**config.mk**
```make
export PLATFORM = sky130hd
export DESIGN_NAME = keyed_wdog
export DESIGN_NICKNAME = d
export VERILOG_FILES = /design/src/rtl/keyed_wdog_pkg.sv /design/src/rtl/keyed_wdog_regs.sv /design/src/rtl/keyed_wdog_cnt.sv /design/src/rtl/keyed_wdog.sv
export SDC_FILE = /design/constraint.sdc
export NUM_CORES = 1
export LEC_CHECK = 0
export CAP_MARGIN = 0
export CORE_ASPECT_RATIO = 1.25
export CORE_MARGIN = 2
export CORE_UTILIZATION = 30
export DETAILED_ROUTE_END_ITERATION = 12
export PLACE_DENSITY_LB_ADDON = 0.25
export SLEW_MARGIN = 20
export SYNTH_ARGS = -nofsm -noshare
export SYNTH_HDL_FRONTEND = slang
export SYNTH_HIERARCHICAL = 1
export SYNTH_SLANG_ARGS = --single-unit
```
**constraint.sdc**
```tcl
create_clock -name clk -period 5.9 [get_ports clk]
set_clock_uncertainty 0.15 [all_clocks]
set_input_delay 1.18 -clock clk [delete_from_list [all_inputs] [get_ports clk]]
set_output_delay 1.18 -clock clk [all_outputs]
set_load 0.005 [all_outputs]
```
**src/rtl/keyed_wdog_pkg.sv**
```systemverilog
package keyed_wdog_pkg;
  localparam logic [7:0] RESTART_KEY  = 8'hAC;
  localparam logic [7:0] KEY_READ_VAL = 8'h9A;
  localparam logic [7:0] MODE_DEFAULT = 8'h07;
  localparam int unsigned STOP_BIT    = 4;
  localparam int unsigned SEL_W       = 3;

  typedef struct packed {
    logic       mode_wr;
    logic       key_wr;
    logic       bitop;
    logic [7:0] data;
  } wdog_wr_t;
endpackage

```
**src/rtl/keyed_wdog_regs.sv**
```systemverilog
module keyed_wdog_regs
  import keyed_wdog_pkg::*;
#(
  parameter int unsigned ADDR_W = 2,
  parameter logic [ADDR_W-1:0] MODE_ADDR = 2'd0,
  parameter logic [ADDR_W-1:0] KEY_ADDR  = 2'd1
) (
  input  logic              clk,
  input  logic              rst_n,
  input  logic              wr_en,
  input  logic              wr_bitop,
  input  logic              rd_en,
  input  logic [ADDR_W-1:0] addr,
  input  logic [7:0]        wdata,
  output logic [7:0]        mode_byte,
  output logic              locked_stop,
  output logic              restart,
  output logic              viol,
  output logic [7:0]        rdata
);
  wdog_wr_t   acc;
  logic       written_q, written_d;
  logic [7:0] mode_q, mode_d;
  logic [7:0] rdata_q, rdata_d;
  logic       rd_load;

  always_comb begin
    acc.mode_wr = wr_en && (addr == MODE_ADDR);
    acc.key_wr  = wr_en && (addr == KEY_ADDR);
    acc.bitop   = wr_bitop;
    acc.data    = wdata;
  end

  // Stopped lock: a whole-byte first write with the stop bit set.
  assign locked_stop = written_q && mode_q[STOP_BIT];

  // Next state of the write-once mode register
  always_comb begin
    written_d = written_q | acc.mode_wr;
    mode_d    = mode_q;
    if (acc.mode_wr && !written_q && !acc.bitop) begin
      mode_d = acc.data;
    end
  end

  // Access checks
  always_comb begin
    viol    = 1'b0;
    restart = acc.key_wr && !acc.bitop && (acc.data == RESTART_KEY);
    if (!locked_stop) begin
      if (acc.mode_wr && (written_q || acc.bitop)) begin
        viol = 1'b1;
      end
      if (acc.key_wr && (acc.bitop || (acc.data != RESTART_KEY))) begin
        viol = 1'b1;
      end
    end
  end

  // Read data select
  assign rd_load = rd_en;
  always_comb begin
    rdata_d = rdata_q;
    if (rd_load) begin
      if (addr == MODE_ADDR) begin
        rdata_d = mode_q;
      end else if (addr == KEY_ADDR) begin
        rdata_d = KEY_READ_VAL;
      end else begin
        rdata_d = 8'h00;
      end
    end
  end

  always_ff @(posedge clk or negedge rst_n) begin
    if (!rst_n) begin
      written_q <= 1'b0;
      mode_q    <= MODE_DEFAULT;
      rdata_q   <= 8'h00;
    end else begin
      written_q <= written_d;
      mode_q    <= mode_d;
      rdata_q   <= rdata_d;
    end
  end

  assign mode_byte = mode_q;
  assign rdata     = rdata_q;
endmodule

```
**src/rtl/keyed_wdog_cnt.sv**
```systemverilog
module keyed_wdog_cnt
  import keyed_wdog_pkg::*;
#(
  parameter int unsigned BASE_LOG2 = 10
) (
  input  logic             clk,
  input  logic             rst_n,
  input  logic             tick,
  input  logic             run,
  input  logic             clear,
  input  logic [SEL_W-1:0] sel,
  output logic             ovf
);
  localparam int unsigned NSEL  = 1 << SEL_W;
  localparam int unsigned CNT_W = BASE_LOG2 + NSEL - 1;

  logic [CNT_W-1:0] term_tab [NSEL];
  logic [CNT_W-1:0] term;
  logic [CNT_W-1:0] cnt_q, cnt_d;
  logic             cnt_en;

  // Terminal count for each period selection: 2^(BASE_LOG2+g) - 1
  for (genvar g = 0; g < NSEL; g++) begin : g_term
    assign term_tab[g] = CNT_W'((64'd1 << (BASE_LOG2 + g)) - 64'd1);
  end

  assign term   = term_tab[sel];
  assign cnt_en = run && tick;

  always_comb begin
    cnt_d = cnt_q;
    ovf   = 1'b0;
    if (clear) begin
      cnt_d = '0;
    end else if (cnt_en) begin
      if (cnt_q >= term) begin
        cnt_d = '0;
        ovf   = 1'b1;
      end else begin
        cnt_d = cnt_q + 1'b1;
      end
    end
  end

  always_ff @(posedge clk or negedge rst_n) begin
    if (!rst_n) begin
      cnt_q <= '0;
    end else begin
      cnt_q <= cnt_d;
    end
  end
endmodule

```
**src/rtl/keyed_wdog.sv**
```systemverilog
module keyed_wdog
  import keyed_wdog_pkg::*;
#(
  parameter int unsigned ADDR_W    = 2,
  parameter logic [ADDR_W-1:0] MODE_ADDR = 2'd0,
  parameter logic [ADDR_W-1:0] KEY_ADDR  = 2'd1,
  parameter int unsigned BASE_LOG2 = 10
) (
  input  logic              clk,
  input  logic              rst_n,
  input  logic              tick,
  input  logic              wr_en,
  input  logic              wr_bitop,
  input  logic              rd_en,
  input  logic [ADDR_W-1:0] addr,
  input  logic [7:0]        wdata,
  output logic [7:0]        rdata,
  output logic              rst_req
);
  logic [7:0] mode_byte;
  logic       locked_stop;
  logic       restart;
  logic       viol;
  logic       ovf;
  logic       req_q, req_d;

  keyed_wdog_regs #(
    .ADDR_W   (ADDR_W),
    .MODE_ADDR(MODE_ADDR),
    .KEY_ADDR (KEY_ADDR)
  ) u_regs (
    .clk        (clk),
    .rst_n      (rst_n),
    .wr_en      (wr_en),
    .wr_bitop   (wr_bitop),
    .rd_en      (rd_en),
    .addr       (addr),
    .wdata      (wdata),
    .mode_byte  (mode_byte),
    .locked_stop(locked_stop),
    .restart    (restart),
    .viol       (viol),
    .rdata      (rdata)
  );

  keyed_wdog_cnt #(
    .BASE_LOG2(BASE_LOG2)
  ) u_cnt (
    .clk  (clk),
    .rst_n(rst_n),
    .tick (tick),
    .run  (!locked_stop),
    .clear(restart),
    .sel  (mode_byte[SEL_W-1:0]),
    .ovf  (ovf)
  );

  assign req_d = viol | ovf;

  always_ff @(posedge clk or negedge rst_n) begin
    if (!rst_n) begin
      req_q <= 1'b0;
    end else begin
      req_q <= req_d;
    end
  end

  assign rst_req = req_q;
endmodule

```
==> flow_summary.yaml <==
yosys:
  syn_nets: 230
  syn-mean-instance-area_um2: 10.08
  synth_warnings: 6
  async_flop_share_pct: 100.0
  synthesis.area_mm2: 0.002077
  synth.ff_latch_count: 35
  post_synthesis_cell_type_with_the_largest_combined_area: "sky130_fd_sc_hd__dfrtp_1"
  number_of_distinct_library_cells_after_synthesis: 43
  yosys_most_used_dff: "sky130_fd_sc_hd__dfrtp_1"
  number_of_enable_type_register_cells_in_the_synthesized_netlist: 0
  synth-seq-area-share_pct: 42.35
  synthesis.instances: 206
  synth_largest_type_area_fraction_pct: 38.55
  post_synth_main_area_contributors: "sky130_fd_sc_hd__dfrtp_1 (39%), sky130_fd_sc_hd__mux2_2 (6.5%), sky130_fd_sc_hd__ha_1 (4.8%)"
die:
  floorplan.die_area_mm2: 0.007609
  placeableCoreArea_mm2: 0.006648
  die_h_um: 97.03
  starting_utilization_of_the_core_area_pct: 31.24
  floorplan.io_pins: 25
  rows: 33
  die_w_um: 78.42
worst_setup_path:
  crit_path_max_fanout: 15
  setup.worst_path.end_class: "flop"
  critical_path_required_ns: 5.92
  worstSetupPathType: "primary input to flop"
  data_arrival_time_of_the_critical_path_ns: 3.48
  critPathLaunchType: "primary input"
sta:
  max-slew-margin-rel_pct: 38.04
  fin_crit_ns: 3.460
  max_clock_freq_mhz: 289.0
  hold_violations: 0
  slew_violations: 0
  rsz0062_at_grt: "false"
  timing.final.setup_violations: 0
  finalCritPeriodShare_pct: 58.64
  worst_pin_slew_ns: 0.9295
  timing.hold.ws_ns: 0.3560
  final.setup.tns_ns: 0
drt:
  detailedRoute.firstIterationViolations: 66
  detail-route-antenna-nets: 0
  route.detailed.drc: 0
  vias: 1611
  wl_mm: 4.504
  drt_pass_1_iters: 4
  avgRoutedWirePerCell_um: 14.08
  via_per_inst: 5.034
layout:
  finalNetCount: 256
  most_frequent_standard_cell_in_the_layout_excluding_fill_and_tap_cells: "sky130_fd_sc_hd__dfrtp_1"
  fill_cells: 691
  ratio_of_cells_with_drive_above_1_in_the_final_layout_pct: 20.17
  flow.area_growth_from_synthesis_pct: 20.06
  commonest_cells_after_routing_fill_and_taps_aside: "sky130_fd_sc_hd__dfrtp_1 (32), sky130_fd_sc_hd__clkdlybuf4s50_1 (23), sky130_fd_sc_hd__nand3_1 (20), sky130_fd_sc_hd__nor2_1 (20)"
  antennaDiodeCount: 0
placement:
  dp.final_hpwl_mm: 3.306
  place.port_buffers: 24
  gp_congestion: 0.7770
run:
  max_cap_violations: 0
clock_tree:
  post-cts-setup-buffer-count: 0
  cts_max_path_buffers: 2
  cts.sink_count: 35
  cts_max_level: 2
  tritoncts: "yes"
  post_cts.resized_instances: 0
  clk_pin_slew_worst_paths_ns: 0.08
  numCtsBuffers: 5
  clock_latency_ns: 0.29
  cts_root_buf: "sky130_fd_sc_hd__clkbuf_8"
  holdBufCountCts: 0
worst_hold_path:
  hp-class: "flop to flop"
global_route:
  grt_first_pass_wirelength_mm: 7.665
  first_global_vias: 1647
  globalRouteTotalUtil_pct: 12.67
  grt_max_degree: 36
  grt_antenna_before_repair: 0
  globalRouteOverflowTotal: 0
power_and_ir_drop:
  vdd_ir_drop_max_v: 0.0001202
  report.power.total_uw: 669.9
  leakage_uw: 0.0009934
  power-per-cell-area_mw_per_mm2: 268.6
status:
  outcome: "finished, final reports clean"
-- cell usage after synthesis (2+ instances only) --
library cell              number
sky130_fd_sc_hd__nand3_4       2
sky130_fd_sc_hd__inv_1        11
sky130_fd_sc_hd__xor2_1        4
sky130_fd_sc_hd__nor2_1       20
sky130_fd_sc_hd__nor2_2        2
sky130_fd_sc_hd__buf_2         3
sky130_fd_sc_hd__a21oi_2       2
sky130_fd_sc_hd__nor3_1        6
sky130_fd_sc_hd__and3_1        4
sky130_fd_sc_hd__nor3_2        9
sky130_fd_sc_hd__nand4_1       8
sky130_fd_sc_hd__o21ai_0       5
sky130_fd_sc_hd__ha_1          8
sky130_fd_sc_hd__xnor2_1       4
sky130_fd_sc_hd__dfstp_2       3
sky130_fd_sc_hd__nand3_1      20
sky130_fd_sc_hd__o22ai_1       2
sky130_fd_sc_hd__mux2i_1       4
sky130_fd_sc_hd__dfrtp_1      32
sky130_fd_sc_hd__nand2_1      12
sky130_fd_sc_hd__mux2_2       12
sky130_fd_sc_hd__a31oi_1       6
sky130_fd_sc_hd__a21oi_1       6
sky130_fd_sc_hd__and2_1        2
-- stage by stage --
stage | util [%] | instances | area, um2 | setup slack [ns]
2_1_floorplan | - | 206 | 2077 | 2.974
3_3_place_gp | 35.95 | 312 | 2390 | 2.229
3_5_place_dp | 35.95 | 312 | 2390 | 2.171
4_1_cts | 37.51 | 320 | 2494 | 2.469
5_1_grt | 37.51 | 320 | 2494 | 2.300
6_report | 37.51 | 320 | 2494 | 2.440
-- per-layer routing --
metal  vias up  routed length, um  GRT usage, %
li1        800                  -             -
met1       760               1967         15.77
met2        44               2228         20.62
met3         7                231         3.265
met4         0                 76         5.398
met5         -                  0             0
-- kinds of logic after synthesis --
| kind of cell | count (synthesis) | share of synthesized area, % |
|---|---|---|
| DFF | 35 | 42.35 |
| AOI/OAI and AO/OA | 28 | 10.18 |
| muxes | 16 | 8.434 |
| xor gates and xnor gates | 8 | 3.373 |
| and+or+nand+nor | 94 | 26.99 |
| buffers and inverters | 17 | 3.855 |
| adders and majority gates | 8 | 4.819 |
-- power by group --
part	switching [uW]	total, uW	internal [uW]
sequential	34.1	305	271
combinational	89.1	167	77.9
clock	91.9	198	106
total	215	670	455
-- path summary, 6_finish.rpt --
path / from / end / slack, ns / cells after the start
max in group asynchronous: rst_n / u_cnt/cnt_q[8] / 4.26 / 1
setup reg to reg: u_regs/mode_byte[1] / rst_req / 2.91 / 8
hold / removal: u_regs/rdata[7] / u_regs/rdata[7] / 0.36 / 1
setup / recovery: addr[1] / u_cnt/cnt_q[7] / 2.44 / 9
hold reg to reg: u_regs/rdata[7] / u_regs/rdata[7] / 0.36 / 1
min in group asynchronous: rst_n / u_cnt/cnt_q[13] / 0.83 / 1
-- worst max-delay path, stage by stage --
cell	delay, ns
sky130_fd_sc_hd__clkdlybuf4s50_1	0.60
sky130_fd_sc_hd__nand3b_1	0.16
sky130_fd_sc_hd__nor2_1	0.06
sky130_fd_sc_hd__buf_4	0.20
sky130_fd_sc_hd__a21oi_1	0.73
sky130_fd_sc_hd__nor3_2	0.16
sky130_fd_sc_hd__nand3_1	0.15
sky130_fd_sc_hd__xor2_1	0.18
sky130_fd_sc_hd__nor3_2	0.05
-- state kept, by name, summed over array words and instances (netlist names) --
signal / count
u_cnt/cnt_q: 17
u_regs/mode_byte: 8
u_regs/rdata: 8
rst_req: 1
u_regs/written_q: 1
-- area by class of cell --
| type | count | area (um2) | share of cell area (%) |
|---|---|---|---|
| sequential | 35 | 879.6 | 35.27 |
| clock buffer | 7 | 96.34 | 3.864 |
| multi-input combinational | 154 | 1117 | 44.81 |
| clock inverter | 1 | 7.507 | 0.3011 |
| inverter | 11 | 41.29 | 1.656 |
| tap | 87 | 108.9 | 4.365 |
| timing repair buffer | 25 | 242.7 | 9.734 |
Power figures use the tool's default switching activity.
